[config.mk]
export PLATFORM = sky130hd
export DESIGN_NAME = pwm_rf_top
export DESIGN_NICKNAME = d
export VERILOG_FILES = /design/src/rtl/pwm_rf_pkg.sv /design/src/rtl/pwm_rf_decode.sv /design/src/rtl/pwm_rf_glob.sv /design/src/rtl/pwm_rf_chan.sv /design/src/rtl/pwm_rf_top.sv
export SDC_FILE = /design/constraint.sdc
export NUM_CORES = 1
export LEC_CHECK = 0
export ABC_AREA = 1
export BUFFER_PORTS_ARGS = -buffer_cell sky130_fd_sc_hd__buf_2
export CAP_MARGIN = 20
export CORE_AREA = 2 2 181 183
export CTS_CLUSTER_DIAMETER = 60
export CTS_CLUSTER_SIZE = 8
export DETAILED_ROUTE_END_ITERATION = 8
export DIE_AREA = 0 0 183 185
export HOLD_SLACK_MARGIN = 0.1
export PLACE_DENSITY = 0.69
export SLEW_MARGIN = 20
export SYNTH_ARGS = -nofsm -noshare
export SYNTH_HDL_FRONTEND = slang
export SYNTH_SLANG_ARGS = --single-unit
[constraint.sdc]
create_clock -name clk -period 4.4 [get_ports clk]
set_clock_uncertainty 0.05 [all_clocks]
set_input_delay 0.22 -clock clk [delete_from_list [all_inputs] [get_ports clk]]
set_output_delay 0.22 -clock clk [all_outputs]
set_load 0.05 [all_outputs]
[src/rtl/pwm_rf_pkg.sv]
package pwm_rf_pkg;

   // global register byte offsets
   localparam int unsigned OFS_START  = 32'h004;
   localparam int unsigned OFS_STOP   = 32'h008;
   localparam int unsigned OFS_STATUS = 32'h00C;
   localparam int unsigned OFS_EVENT  = 32'h01C;

   // offsets inside a channel window
   localparam int unsigned CW_MODE = 32'h00;
   localparam int unsigned CW_DUTY = 32'h04;
   localparam int unsigned CW_Q10  = 32'h10;

   typedef struct packed {
      logic start;
      logic stop;
      logic status;
      logic event_r;
      logic chan;
   } rf_sel_t;

endpackage

[src/rtl/pwm_rf_decode.sv]
module pwm_rf_decode
   import pwm_rf_pkg::*;
#(
   parameter int ADDR_W    = 12,
   parameter int NUM_CH    = 4,
   parameter int CH_BASE   = 32'h200,
   parameter int CH_STRIDE = 32'h20,
   localparam int IDX_W    = (NUM_CH > 1) ? $clog2(NUM_CH) : 1,
   localparam int OFF_W    = $clog2(CH_STRIDE)
) (
   input  logic [ADDR_W-1:0] addr,
   output rf_sel_t           sel,
   output logic [IDX_W-1:0]  ch_idx,
   output logic [OFF_W-1:0]  ch_off
);

   localparam logic [31:0] WIN_LO = 32'(CH_BASE);
   localparam logic [31:0] WIN_HI = 32'(CH_BASE + NUM_CH * CH_STRIDE);

   logic [31:0] a32;
   logic [31:0] rel;

   assign a32 = 32'(addr);
   assign rel = a32 - WIN_LO;

   always_comb begin
      sel         = '0;
      sel.start   = (a32 == OFS_START);
      sel.stop    = (a32 == OFS_STOP);
      sel.status  = (a32 == OFS_STATUS);
      sel.event_r = (a32 == OFS_EVENT);
      sel.chan    = (a32 >= WIN_LO) && (a32 < WIN_HI);
   end

   assign ch_idx = IDX_W'(rel >> OFF_W);
   assign ch_off = rel[OFF_W-1:0];

endmodule

[src/rtl/pwm_rf_glob.sv]
module pwm_rf_glob #(
   parameter int NUM_CH = 4,
   parameter int DATA_W = 32
) (
   input  logic              clk,
   input  logic              rst_n,
   input  logic              start_wr,
   input  logic              stop_wr,
   input  logic              event_rd,
   input  logic [DATA_W-1:0] wdata,
   input  logic [NUM_CH-1:0] evt,
   output logic [NUM_CH-1:0] run,
   output logic [NUM_CH-1:0] irq
);

   logic [NUM_CH-1:0] mask;
   logic              unused_hi;

   assign mask      = wdata[NUM_CH-1:0];
   assign unused_hi = ^wdata;

   always_ff @(posedge clk) begin
      if (!rst_n) begin
         run <= '0;
      end else if (start_wr) begin
         run <= run | mask;
      end else if (stop_wr) begin
         run <= run & ~mask;
      end
   end

   // a fresh event wins over the clearing read
   always_ff @(posedge clk) begin
      if (!rst_n) begin
         irq <= '0;
      end else if (event_rd) begin
         irq <= evt;
      end else begin
         irq <= irq | evt;
      end
   end

endmodule

[src/rtl/pwm_rf_chan.sv]
module pwm_rf_chan
   import pwm_rf_pkg::*;
#(
   parameter int DATA_W   = 32,
   parameter int CNT_W    = 16,
   parameter int MODE_W   = 11,
   parameter int OFF_W    = 5,
   parameter bit DUAL_UPD = 1'b1,
   parameter int QSEL_BIT = 10
) (
   input  logic              clk,
   input  logic              rst_n,
   input  logic              wr_en,
   input  logic [OFF_W-1:0]  off,
   input  logic [DATA_W-1:0] wdata,
   output logic [MODE_W-1:0] mode,
   output logic [CNT_W-1:0]  duty,
   output logic [CNT_W-1:0]  duty_nxt,
   output logic [CNT_W-1:0]  per,
   output logic [CNT_W-1:0]  per_nxt,
   output logic [DATA_W-1:0] rd_val
);

   localparam int unsigned O_DQ  = DUAL_UPD ? 32'h08 : 32'h7FFF_FFFF;
   localparam int unsigned O_PER = DUAL_UPD ? 32'h0C : 32'h08;

   logic [31:0] o32;
   logic        unused_hi;

   assign o32       = 32'(off);
   assign unused_hi = ^wdata;

   always_ff @(posedge clk) begin
      if (!rst_n) begin
         mode <= '0;
         duty <= '0;
         per  <= '0;
      end else if (wr_en) begin
         if (o32 == CW_MODE) mode <= wdata[MODE_W-1:0];
         if (o32 == CW_DUTY) duty <= wdata[CNT_W-1:0];
         if (o32 == O_PER)   per  <= wdata[CNT_W-1:0];
      end
   end

   generate
      if (DUAL_UPD) begin : g_dual
         always_ff @(posedge clk) begin
            if (!rst_n) begin
               duty_nxt <= '0;
               per_nxt  <= '0;
            end else if (wr_en) begin
               if (o32 == O_DQ)   duty_nxt <= wdata[CNT_W-1:0];
               if (o32 == CW_Q10) per_nxt  <= wdata[CNT_W-1:0];
            end
         end

         always_comb begin
            rd_val = '0;
            if (o32 == CW_MODE)     rd_val = DATA_W'(mode);
            else if (o32 == CW_DUTY) rd_val = DATA_W'(duty);
            else if (o32 == O_DQ)    rd_val = DATA_W'(duty_nxt);
            else if (o32 == O_PER)   rd_val = DATA_W'(per);
            else if (o32 == CW_Q10)  rd_val = DATA_W'(per_nxt);
         end
      end else begin : g_shared
         initial begin : chk_qsel
            assert (QSEL_BIT < MODE_W) else $error("queue select bit outside mode word");
         end

         logic to_per;
         assign to_per = mode[QSEL_BIT];

         always_ff @(posedge clk) begin
            if (!rst_n) begin
               duty_nxt <= '0;
               per_nxt  <= '0;
            end else if (wr_en && (o32 == CW_Q10)) begin
               if (to_per) per_nxt  <= wdata[CNT_W-1:0];
               else        duty_nxt <= wdata[CNT_W-1:0];
            end
         end

         always_comb begin
            rd_val = '0;
            if (o32 == CW_MODE)      rd_val = DATA_W'(mode);
            else if (o32 == CW_DUTY) rd_val = DATA_W'(duty);
            else if (o32 == O_PER)   rd_val = DATA_W'(per);
            else if (o32 == CW_Q10)  rd_val = to_per ? DATA_W'(per_nxt) : DATA_W'(duty_nxt);
         end
      end
   endgenerate

endmodule

[src/rtl/pwm_rf_top.sv]
module pwm_rf_top
   import pwm_rf_pkg::*;
#(
   parameter int NUM_CH    = 4,
   parameter int ADDR_W    = 12,
   parameter int DATA_W    = 32,
   parameter int CNT_W     = 16,
   parameter int MODE_W    = 11,
   parameter int CH_BASE   = 32'h200,
   parameter int CH_STRIDE = 32'h20,
   parameter bit DUAL_UPD  = 1'b1
) (
   input  logic                     clk,
   input  logic                     rst_n,
   input  logic [ADDR_W-1:0]        bus_addr,
   input  logic [DATA_W-1:0]        bus_wdata,
   input  logic                     bus_wr,
   input  logic                     bus_rd,
   output logic [DATA_W-1:0]        bus_rdata,
   input  logic [NUM_CH-1:0]        period_start,
   output logic [NUM_CH-1:0]        ch_enable,
   output logic [NUM_CH*MODE_W-1:0] ch_mode,
   output logic [NUM_CH*CNT_W-1:0]  ch_duty,
   output logic [NUM_CH*CNT_W-1:0]  ch_duty_nxt,
   output logic [NUM_CH*CNT_W-1:0]  ch_period,
   output logic [NUM_CH*CNT_W-1:0]  ch_period_nxt
);

   localparam int IDX_W = (NUM_CH > 1) ? $clog2(NUM_CH) : 1;
   localparam int OFF_W = $clog2(CH_STRIDE);

   initial begin : elab_chk
      assert (NUM_CH >= 1 && NUM_CH <= DATA_W) else $error("NUM_CH out of range");
      assert (CNT_W <= DATA_W && MODE_W <= DATA_W) else $error("field wider than bus");
      assert ((1 << OFF_W) == CH_STRIDE) else $error("stride must be a power of two");
      assert (CH_STRIDE >= 32'h14) else $error("stride too small for window");
      assert (CH_BASE >= 32'h20) else $error("channel windows overlap globals");
      assert ((CH_BASE + NUM_CH * CH_STRIDE) <= (1 << ADDR_W)) else $error("address space too small");
   end

   rf_sel_t            sel;
   logic [IDX_W-1:0]   ch_idx;
   logic [OFF_W-1:0]   ch_off;
   logic [NUM_CH-1:0]  run_q;
   logic [NUM_CH-1:0]  irq_q;
   logic [DATA_W-1:0]  ch_rd [NUM_CH];
   logic [DATA_W-1:0]  rd_mux;

   pwm_rf_decode #(
      .ADDR_W(ADDR_W), .NUM_CH(NUM_CH), .CH_BASE(CH_BASE), .CH_STRIDE(CH_STRIDE)
   ) u_dec (
      .addr(bus_addr), .sel(sel), .ch_idx(ch_idx), .ch_off(ch_off)
   );

   pwm_rf_glob #(.NUM_CH(NUM_CH), .DATA_W(DATA_W)) u_glob (
      .clk      (clk),
      .rst_n    (rst_n),
      .start_wr (bus_wr & sel.start),
      .stop_wr  (bus_wr & sel.stop),
      .event_rd (bus_rd & sel.event_r),
      .wdata    (bus_wdata),
      .evt      (period_start),
      .run      (run_q),
      .irq      (irq_q)
   );

   generate
      for (genvar n = 0; n < NUM_CH; n++) begin : g_ch
         logic wr_n;
         assign wr_n = bus_wr && sel.chan && (ch_idx == IDX_W'(n));

         pwm_rf_chan #(
            .DATA_W(DATA_W), .CNT_W(CNT_W), .MODE_W(MODE_W),
            .OFF_W(OFF_W), .DUAL_UPD(DUAL_UPD), .QSEL_BIT(10)
         ) u_chan (
            .clk      (clk),
            .rst_n    (rst_n),
            .wr_en    (wr_n),
            .off      (ch_off),
            .wdata    (bus_wdata),
            .mode     (ch_mode[n*MODE_W +: MODE_W]),
            .duty     (ch_duty[n*CNT_W +: CNT_W]),
            .duty_nxt (ch_duty_nxt[n*CNT_W +: CNT_W]),
            .per      (ch_period[n*CNT_W +: CNT_W]),
            .per_nxt  (ch_period_nxt[n*CNT_W +: CNT_W]),
            .rd_val   (ch_rd[n])
         );
      end
   endgenerate

   always_comb begin
      rd_mux = '0;
      if (sel.status)       rd_mux = DATA_W'(run_q);
      else if (sel.event_r) rd_mux = DATA_W'(irq_q);
      else if (sel.chan) begin
         for (int k = 0; k < NUM_CH; k++) begin
            if (ch_idx == IDX_W'(k)) rd_mux = ch_rd[k];
         end
      end
   end

   always_ff @(posedge clk) begin
      if (!rst_n) bus_rdata <= '0;
      else        bus_rdata <= bus_rd ? rd_mux : '0;
   end

   assign ch_enable = run_q;

endmodule

==> run_results.csv, run 1 <==
group,metric,value,unit
finish,diodes,0,
synth,synthesis.area,14100,um2
place,place_congestion,0.924,
worst_setup_path,critPathLaunchType,"primary input",
floorplan,ios,388,
drt,drc_errors,0,
synth,synthTopCellsByArea,"dfxtp_1 (46%), o21ai_0 (13%), a21oi_1 (8.4%)",
worst_setup_path,max_stage_delay,800,ps
power_and_ir_drop,p_per_area,371,nW/um2
synth,synth_top_area_share,46.0,%
drt,vias_per_cell,5.60,
drt,wirelength,54900,um
clocking,clock-root-buffer,"clkbuf_16",
synth,ys_warn_count,0,
drt,avgRoutedWirePerCell,21.1,um
synth,synth.avg_cell_area,7.42,um2
worst_setup_path,required,4810,ps
place,dpl.hpwl,38200,um
global_route,gr-total-overflow,0,
clocking,insertion_delay,530,ps
worst_setup_path,cp_slowest_cell,"nor2_4",
floorplan,coreArea,32000,um2
status,outcome,"finished, final reports clean",
clocking,clock_sinks,324,
clocking,clk_path_buf_depth,3,
timing,worstMarginPinSlew,1050,ps
timing,min_period,2730,ps
floorplan,die_h,185,um
synth,synth_edf_count,0,
floorplan,die_x,183,um
floorplan,num_rows,66,
worst_setup_path,path_cells,"buf_2 -> nor2_4 -> nand2_1 -> nor2_4 -> nand2_1 -> nand3_1 -> nor2_1 -> nor2_1 -> nor2_1 -> nand2_1 -> nand2_1 -> a21oi_1 -> dlygate4sd3_1",
drt,vias,14592,
global_route,grt_max_degree,115,
synth,async_flop_share,0,%
clocking,cts_tree,"done",
global_route,antenna_found_initial,1,
timing,fmax,0.367,GHz
drt,first_iter_violations,1469,
timing,setup_viol,0,
power_and_ir_drop,power,6.36,mW
worst_hold_path,holdPathStages,4,
clocking,h-tree-depth,2,
job,maxCapViolCount,0,
timing,setup_tns,0,ps
synth,synth-main-ff-cell,"dfxtp_1",
clocking,postCtsSetupBuffers,0,
synth,ys_ff_latch,324,
synth,syn_inst,1900,
synth,synth.distinct_cells,38,
synth,synth_commonest_cells,"o21ai_0 (356), dfxtp_1 (324), nor2_1 (292)",
worst_setup_path,reg2reg_depth,6,
finish,final_util,53.5,%
worst_setup_path,endpoint_kind,"register",
drt,dr.pass1.iters,5,
finish,drive_above_1_share,22.0,%
timing,period_share,62.0,%
clocking,cts_inserted_buffers,46,
finish,n_fill_cell,3115,
global_route,grt_pass1_wl,80700,um
clocking,cts_resized,0,
finish,area_delta_synth_final,21.5,%
synth,yosysMostFrequentCell,"o21ai_0",
drt,drtAntennaViolNets,0,
timing,hold_violations,0,
global_route,first_global_vias,13159,
timing,max_slew_margin,29.9,%
floorplan,start_util,44.0,%
worst_setup_path,worstSetupPathType,"in2reg",
timing,timing.final.max_slew_violations,0,
place,place.port_buffers,355,
worst_setup_path,arrival,3140,ps
power_and_ir_drop,power.leakage,7.98,nW
finish,final_cells,2608,
timing,rsz0062_at_grt,"no",
floorplan,die_area,33900,um2
worst_hold_path,hold_class,"in2reg",
place,dp_cells,2540,
clocking,clk_pin_slew_worst_paths,50,ps
finish,nets,2249,
power_and_ir_drop,peakVddDrop,260,uV
synth,synth_seq_area_share,46.0,%
worst_setup_path,worst-path-max-fanout,27,
worst_setup_path,crit_top_cell,"nand2_1",
global_route,grt_use_total,31.2,%
synth,synth_area_leader_cell,"dfxtp_1",
==> final timing paths <==
check / from / endpoint / slack [ps]
max: bus_addr[0] / bus_rdata[2] / 1670
min: bus_wr / register / 130
max reg2reg: g_ch[0].u_chan.duty_nxt[4] / bus_rdata[4] / 2480
min reg2reg: g_ch[3].u_chan.duty[4] / g_ch[3].u_chan.duty[4] / 420
==> kinds of logic (layout without fill, tap and decap cells) <==
kind of cell	Yosys count	in the layout	synth area share [%]
buffers and inverters	317	602	10.3
AND/OR/NAND/NOR	589	589	18.9
AO/OA/AOI/OAI	669	669	24.8
flip-flops	324	324	46.0
other	1	16	0.0266
==> power by group <==
part | internal, mW | switching [mW]
Combinational | 0.0627 | 0.237
Clock | 1.88 | 1.24
Sequential | 2.94 | 0.00197
==> placed cells by master, fill, tap and decap left out, types with 2 or more instances in the layout <==
cell type / synthesis / layout
buf_4: 26 / 20
dlygate4sd3_1: 0 / 17
o21bai_1: 4 / 4
nand2_2: 3 / 3
inv_2: 16 / 16
nor2_1: 292 / 292
a211oi_1: 8 / 8
a22o_1: 2 / 2
buf_2: 41 / 354
nand4_1: 21 / 21
clkbuf_16: 0 / 47
inv_4: 2 / 2
a21oi_1: 236 / 236
nand2_4: 2 / 2
conb_1: 1 / 16
o31ai_1: 2 / 2
nand3_1: 36 / 36
nand2_1: 193 / 193
nor2_2: 13 / 12
dfxtp_1: 324 / 324
o21ai_0: 356 / 356
o2111ai_1: 2 / 2
nor2_4: 11 / 12
nor2_8: 9 / 9
o22ai_1: 14 / 14
clkbuf_1: 74 / 2
o21ai_1: 18 / 18
a31oi_1: 2 / 2
nor3_1: 3 / 3
inv_1: 140 / 140
o221ai_1: 13 / 13
o211ai_1: 11 / 11
nand2_8: 3 / 3
==> area by class of cell <==
| cell class | instances | area, um2 | area share (%) |
|---|---|---|---|
| multi-input cells | 1274 | 6220 | 36.3 |
| well taps | 408 | 510 | 2.98 |
| clock inverters | 1 | 8.76 | 0.0511 |
| inverters | 159 | 602 | 3.51 |
| clock buffers | 50 | 1200 | 6.99 |
| flip-flops and latches | 324 | 6490 | 37.9 |
| repair buffers | 392 | 2100 | 12.3 |
==> what timing repair did <==
action                                  4_1_cts  5_1_grt
endpoints found under the setup margin        0        0
endpoints found under the hold margin        24        0
hold buffers                                 17        0
==> metal layers <==
metal	routed length, um	GRT usage [%]
met3	5040	5.72
met5	0	0
met4	2300	13.1
met2	24300	48.5
met1	23300	42.7
==> per-stage QoR <==
step	setup slack (ps)	hold slack, ps	area, um2
5_1_grt	1490	143	17100
4_1_cts	1780	119	17100
3_5_place_dp	1490	388	15800
6_report	1670	126	17100
3_3_place_gp	1560	379	15800
2_1_floorplan	2720	287	14200
==> worst max-delay path: cells and delay by family <==
kind                   cells  cell delay (ps)
and+or+nand+nor           10             2090
buffers and inverters      2              680
AOI/OAI and AO/OA          1              120
==> registers in the layout (all words and copies together), names as in the netlist, named ones only <==
signal and flops:
g_ch.u_chan.duty_nxt 64, g_ch.u_chan.per_nxt 64, u_glob.irq 4, g_ch.u_chan.per 64
g_ch.u_chan.mode 44, bus_rdata 16, g_ch.u_chan.duty 64
Note: power is estimated with default switching activity, not from simulation.
==> run 2: changes to the inputs <==
--- a/config.mk
+++ b/config.mk
@@ -5,14 +5,14 @@
 export SDC_FILE = /design/constraint.sdc
 export NUM_CORES = 1
 export LEC_CHECK = 0
-export ABC_AREA = 1
+export ABC_AREA = 0
 export BUFFER_PORTS_ARGS = -buffer_cell sky130_fd_sc_hd__buf_2
 export CAP_MARGIN = 20
-export CORE_AREA = 2 2 181 183
+export CORE_AREA = 2 2 187 189
 export CTS_CLUSTER_DIAMETER = 60
 export CTS_CLUSTER_SIZE = 8
 export DETAILED_ROUTE_END_ITERATION = 8
-export DIE_AREA = 0 0 183 185
+export DIE_AREA = 0 0 189 191
 export HOLD_SLACK_MARGIN = 0.1
 export PLACE_DENSITY = 0.69
 export SLEW_MARGIN = 20
==> constraint.sdc (replaced) <==
create_clock -name clk -period 2.8 [get_ports clk]
set_clock_uncertainty 0.05 [all_clocks]
set_input_delay 0.14 -clock clk [delete_from_list [all_inputs] [get_ports clk]]
set_output_delay 0.14 -clock clk [all_outputs]
set_load 0.05 [all_outputs]
==> run_results.csv, run 2 <==
group,metric,value,unit
synth,synth_seq_area_share,42.6,%
floorplan,num_rows,68,
worst_setup_path,rr_endpoint,"bus_rdata[2]",
status,outcome,"finished, final reports clean",
finish,n_fill_cell,3138,
drt,wl_met2,30300,um
synth,synth_commonest_cells,"nand2_1 (632), dfxtp_1 (324), a21boi_0 (258)",
timing,period_share,91.2,%
drt,vias_per_cell,6.03,
drt,routed-wl-met3,8340,um
synth,yosysMostFrequentCell,"nand2_1",
global_route,antenna_found_initial,0,
clocking,insertion_delay,550,ps
synth,synthTopCellsByArea,"dfxtp_1 (43%), nand2_1 (16%), a21boi_0 (13%)",
synth,ys_warn_count,0,
power_and_ir_drop,p_clk_share,49.3,%
floorplan,die_x,189,um
finish,final_cells,2727,
clocking,clk_path_buf_depth,3,
clocking,cts_resized,0,
clocking,cts_inserted_buffers,47,
clocking,ctsHoldBuffers,23,
timing,setup_tns,0,ps
drt,dr.pass1.iters,6,
timing,setup_slack,246,ps
timing,setup_viol,0,
clocking,clk_pin_slew_worst_paths,50,ps
power_and_ir_drop,seqPwrFrac,43.7,%
worst_setup_path,worst-path-max-fanout,26,
timing,fmax,0.392,GHz
job,maxCapViolCount,0,
worst_setup_path,endpoint_kind,"register",
global_route,grt_max_degree,105,
synth,syn_inst,1922,
timing,timing.final.max_slew_violations,0,
place,place.port_buffers,355,
synth,synth.avg_cell_area,7.92,um2
synth,ys_ff_latch,324,
synth,synthesis.area,15200,um2
worst_hold_path,min_from,"bus_wdata[6]",
place,dpl.hpwl,48500,um
floorplan,die_h,191,um
finish,final_cell_mix,"nand2_1 (632), buf_2 (353), dfxtp_1 (324)",
worst_setup_path,critPathLaunchType,"primary input",
power_and_ir_drop,power.share.switching,24.1,%
floorplan,ios,388,
power_and_ir_drop,p_sw,2.55,mW
floorplan,die_area,36100,um2
worst_setup_path,worstSetupPathType,"in2reg",
clocking,cts_tree,"done",
timing,max_slew_margin,38.5,%
power_and_ir_drop,p_per_area,559,nW/um2
drt,avgRoutedWirePerCell,25.5,um
global_route,grt_use_total,37.1,%
drt,vias,16433,
place,place_congestion,1.00,
synth,synth_top_area_share,42.6,%
drt,drc_errors,0,
synth,synth_edf_count,0,
place,dp_cells,2649,
worst_setup_path,arrival,2990,ps
worst_hold_path,holdPathStages,3,
drt,drt-met1-wl,26500,um
clocking,h-tree-depth,2,
worst_setup_path,r2r-start,"g_ch[3].u_chan.duty_nxt[2]",
clocking,postCtsSetupBuffers,0,
finish,area_delta_synth_final,24.7,%
worst_setup_path,reg2reg_depth,6,
synth,synth_area_leader_cell,"dfxtp_1",
synth,synth-main-ff-cell,"dfxtp_1",
power_and_ir_drop,peakVddDrop,350,uV
finish,diodes,0,
synth,async_flop_share,0,%
drt,wirelength,69400,um
timing,hold_violations,0,
worst_setup_path,cp-startpoint,"bus_addr[4]",
clocking,clock_sinks,324,
timing,worstMarginPinSlew,923,ps
finish,nets,2318,
timing,min_period,2550,ps
power_and_ir_drop,cell_internal_pwr,8.05,mW
global_route,grt_pass1_wl,99800,um
floorplan,start_util,44.6,%
finish,drive_above_1_share,24.2,%
worst_hold_path,hold_end,"g_ch[3].u_chan.duty_nxt[6]",
power_and_ir_drop,combPwrFrac,7.1,%
timing,rsz0062_at_grt,"no",
global_route,gr-total-overflow,0,
power_and_ir_drop,power.leakage,7.48,nW
drt,routed.top_layer,"met4",
synth,synth.distinct_cells,74,
global_route,first_global_vias,15345,
drt,first_iter_violations,2055,
worst_hold_path,hold_class,"in2reg",
worst_setup_path,r2r_slack,450,ps
worst_setup_path,required,3230,ps
finish,final_common_cell,"nand2_1",
clocking,clock-root-buffer,"clkbuf_16",
place,pre_cts_ws,270,ps
floorplan,coreArea,34100,um2
drt,drtAntennaViolNets,0,
run 2: changes by cell type in the layout (fill, tap and decap cells not counted), moves of 15 or more:
cell | before | now
a21boi_0 | 0 | 258
a21boi_1 | 0 | 46
a21oi_1 | 236 | 68
a22oi_1 | 0 | 17
buf_4 | 20 | 86
inv_1 | 140 | 7
inv_2 | 16 | 1
nand2_1 | 193 | 632
nand4_1 | 21 | 3
nor2_1 | 292 | 34
o21ai_0 | 356 | 81
o21ai_1 | 18 | 0
run 2: how the worst max path moves through the flow:
stage	to	slack, ps
2_1_floorplan	bus_rdata[11]	940
3_3_place_gp	g_ch[1].u_chan.duty[3]	340
3_5_place_dp	g_ch[1].u_chan.duty[6]	270
4_1_cts	bus_rdata[2]	410
5_1_grt	bus_rdata[2]	230
6_report	bus_rdata[2]	250
run 2: cell type report:
cell class | instances | area, um2 | area share, %
Inverter | 9 | 33.8 | 0.178
Timing Repair Buffer | 466 | 2710 | 14.3
Sequential cell | 324 | 6490 | 34.2
Multi-Input combinational cell | 1418 | 7860 | 41.4
Clock buffer | 55 | 1310 | 6.90
Tap cell | 455 | 569 | 3.00
run 2: cell families after synthesis:
| family | synth area share (%) |
|---|---|
| AOI/OAI and AO/OA | 28.0 |
| buffers and inverters | 6.14 |
| DFF | 42.6 |
| muxes | 1.82 |
| other | 0.0246 |
| and+or+nand+nor | 21.4 |
run 2: critical path: stages:
cell and delay, ps:
buf_2 200, buf_4 250, nor3b_4 210, and2_1 360, buf_12 230, a22oi_1 130, a221oi_2 550, nor4_1 140
o22ai_1 170, dlygate4sd3_1 570
run 2: power by group through the flow:
| stage | sequential [mW] | clock [mW] | combinational, mW |
|---|---|---|---|
| 2_1_floorplan | 4.72 | 0 | 0.434 |
| 3_3_place_gp | 4.72 | 0 | 0.681 |
| 3_5_place_dp | 4.72 | 0 | 0.686 |
| 4_1_cts | 4.63 | 5.22 | 0.712 |
| 5_1_grt | 4.62 | 5.44 | 0.759 |
| 6_report | 4.63 | 5.23 | 0.748 |
run 2: metrics by stage:
step,utilization (%),hold WS (ps),total power [mW],area [um2]
3_5_place_dp,51.1,328,5.41,17400
6_report,55.6,114,10.6,19000
4_1_cts,55.6,100,10.6,19000
3_3_place_gp,51.1,323,5.40,17400
5_1_grt,55.6,127,10.8,19000
2_1_floorplan,-,229,5.15,15300
run 2: per-layer routing:
layer  GRT usage (%)  vias up
met2            57.5     1205
met3            8.00      248
met4            21.0        0
li1                -     7216
met1            47.9     7764
met5               0        -
==> run 3: changes to the inputs <==
--- a/config.mk
+++ b/config.mk
@@ -5,16 +5,17 @@
 export SDC_FILE = /design/constraint.sdc
 export NUM_CORES = 1
 export LEC_CHECK = 0
-export ABC_AREA = 0
+export ABC_AREA = 1
 export BUFFER_PORTS_ARGS = -buffer_cell sky130_fd_sc_hd__buf_2
 export CAP_MARGIN = 20
-export CORE_AREA = 2 2 187 189
+export CORE_AREA = 2 2 181 183
 export CTS_CLUSTER_DIAMETER = 60
 export CTS_CLUSTER_SIZE = 8
 export DETAILED_ROUTE_END_ITERATION = 8
-export DIE_AREA = 0 0 189 191
+export DIE_AREA = 0 0 183 185
 export HOLD_SLACK_MARGIN = 0.1
 export PLACE_DENSITY = 0.69
+export SKIP_LAST_GASP = 1
 export SLEW_MARGIN = 20
 export SYNTH_ARGS = -nofsm -noshare
 export SYNTH_HDL_FRONTEND = slang
==> run_results.csv, run 3 (synthesis results as in run 1) <==
group,metric,value,unit
status,outcome,"finished, final reports clean",
timing,setup_viol,0,
clocking,cts_inserted_buffers,46,
drt,vias_per_cell,5.56,
timing,max_slew_margin,36.0,%
drt,dr.pass1.iters,6,
floorplan,num_rows,66,
finish,diodes,0,
worst_hold_path,hold_class,"in2reg",
drt,vias,14683,
floorplan,ios,388,
clocking,clock-root-buffer,"clkbuf_16",
finish,drive_above_1_share,22.5,%
timing,rsz0062_at_grt,"no",
floorplan,die_x,183,um
finish,finish.instance_area,17500,um2
timing,timing.final.max_slew_violations,0,
place,place.port_buffers,355,
worst_setup_path,worst-path-max-fanout,6,
worst_setup_path,endpoint_kind,"register",
worst_setup_path,path_depth,9,
worst_setup_path,cp_slowest_cell,"dlygate4sd3_1",
worst_setup_path,max_stage_delay,610,ps
worst_setup_path,worstSetupPathType,"in2reg",
worst_setup_path,rr_endpoint,"bus_rdata[2]",
clocking,clock_sinks,324,
floorplan,start_util,44.0,%
clocking,clk_path_buf_depth,3,
worst_setup_path,required,3220,ps
clocking,clk_pin_slew_worst_paths,50,ps
worst_setup_path,critPathTopFamily,"buffers and inverters",
drt,avgRoutedWirePerCell,21.3,um
finish,area_delta_synth_final,24.1,%
job,maxCapViolCount,0,
place,place_congestion,0.921,
worst_setup_path,arrival,3070,ps
drt,first_iter_violations,1695,
finish,final_common_cell,"o21ai_0",
worst_setup_path,crit_top_cell,"dlygate4sd3_1",
worst_setup_path,critPathLaunchType,"primary input",
power_and_ir_drop,p_per_area,570,nW/um2
timing,period_share,94.4,%
global_route,grt_use_total,32.0,%
floorplan,coreArea,32000,um2
finish,nets,2284,
clocking,h-tree-depth,2,
clocking,cts_tree,"done",
timing,worstMarginPinSlew,960,ps
place,dpl.hpwl,38600,um
worst_setup_path,reg2reg_depth,9,
floorplan,die_h,185,um
finish,final_cell_mix,"o21ai_0 (356), buf_2 (354), dfxtp_1 (324)",
floorplan,die_area,33900,um2
power_and_ir_drop,peakVddDrop,408,uV
timing,min_period,2640,ps
worst_setup_path,path_cells,"dlygate4sd3_1 -> buf_2 -> nor2_2 -> nand3_1 -> nor4_4 -> nand2_1 -> dlygate4sd3_1 -> a21oi_1 -> dlygate4sd3_1",
timing,setup_tns,0,ps
worst_setup_path,crit_buf_inv,4,
clocking,insertion_delay,530,ps
timing,fmax,0.378,GHz
drt,wirelength,56200,um
global_route,antenna_found_initial,0,
global_route,gr-total-overflow,0,
finish,n_fill_cell,3029,
clocking,postCtsSetupBuffers,0,
worst_setup_path,cp-startpoint,"bus_addr[5]",
drt,drc_errors,0,
global_route,first_global_vias,13295,
place,post_dp_cell_area,16000,um2
drt,drtAntennaViolNets,0,
worst_setup_path,r2r-start,"g_ch[1].u_chan.per[2]",
global_route,grt_max_degree,224,
power_and_ir_drop,power.leakage,8.16,nW
timing,hold_violations,0,
global_route,grt_pass1_wl,82700,um
worst_setup_path,r2r_slack,1080,ps
## run 3: cell count changes in the layout (fill, tap and decap cells not counted), moves of 54 or more
cell / change
nor2_1: +258
a21boi_0: -258
buf_4: -54
o21ai_0: +275
inv_1: +133
nand2_1: -439
a21oi_1: +168
## run 3: final cells by class
type / instances / area (um2) / share of cell area, %
Clock inverter: 1 / 16.3 / 0.0929
Multi-Input combinational cell: 1274 / 6240 / 35.6
Clock buffer: 49 / 1170 / 6.70
Sequential cell: 324 / 6490 / 37.0
Tap cell: 408 / 510 / 2.92
Inverter: 159 / 602 / 3.44
Timing Repair Buffer: 427 / 2480 / 14.2
## run 3: worst min-delay path by stage
stage,startpoint,end,slack [ps],depth (start not counted)
3_3_place_gp,period_start[0],u_glob.irq[0],300,3
5_1_grt,bus_wdata[8],g_ch[0].u_chan.duty_nxt[8],110,3
4_1_cts,bus_wdata[7],g_ch[1].u_chan.per_nxt[7],100,3
3_5_place_dp,period_start[0],u_glob.irq[0],320,3
2_1_floorplan,period_start[0],u_glob.irq[0],210,2
6_report,bus_wdata[6],g_ch[3].u_chan.per_nxt[6],130,3
## run 3: routing by layer
layer	vias to the layer above	routed length, um	GRT usage (%)
met2	872	24600	49.3
met4	0	2280	12.5
met3	147	5750	6.67
li1	6928	-	-
met5	-	0	0
met1	6736	23600	44.0
## run 3: what timing repair did
item,CTS,global route
hold buffers,34,0
endpoints found under the hold margin,93,0
gates resized for setup,0,2
endpoints found under the setup margin,0,4
## run 3: metrics by stage
stage	power, mW	hold WS [ps]	setup WS [ps]	std cells	utilization [%]
global route	10.2	113	26.3	2642	54.6
floorplan	5.03	207	1200	1915	-
detailed placement	5.17	315	426	2558	49.8
finish	9.98	128	157	2642	54.6
global placement	5.16	304	466	2558	49.8
CTS	9.99	100	6.47	2642	54.6
## run 3: power by group
group / internal, mW / total (mW) / switching (mW)
Combinational: 0.117 / 0.498 / 0.381
Clock: 2.91 / 4.85 / 1.95
Sequential: 4.62 / 4.63 / 0.00345
Total: 7.65 / 9.98 / 2.33
## run 3: worst min-delay path: stages
cell	delay, ps
buf_2	290
nor2_1	170
nor2_1	60
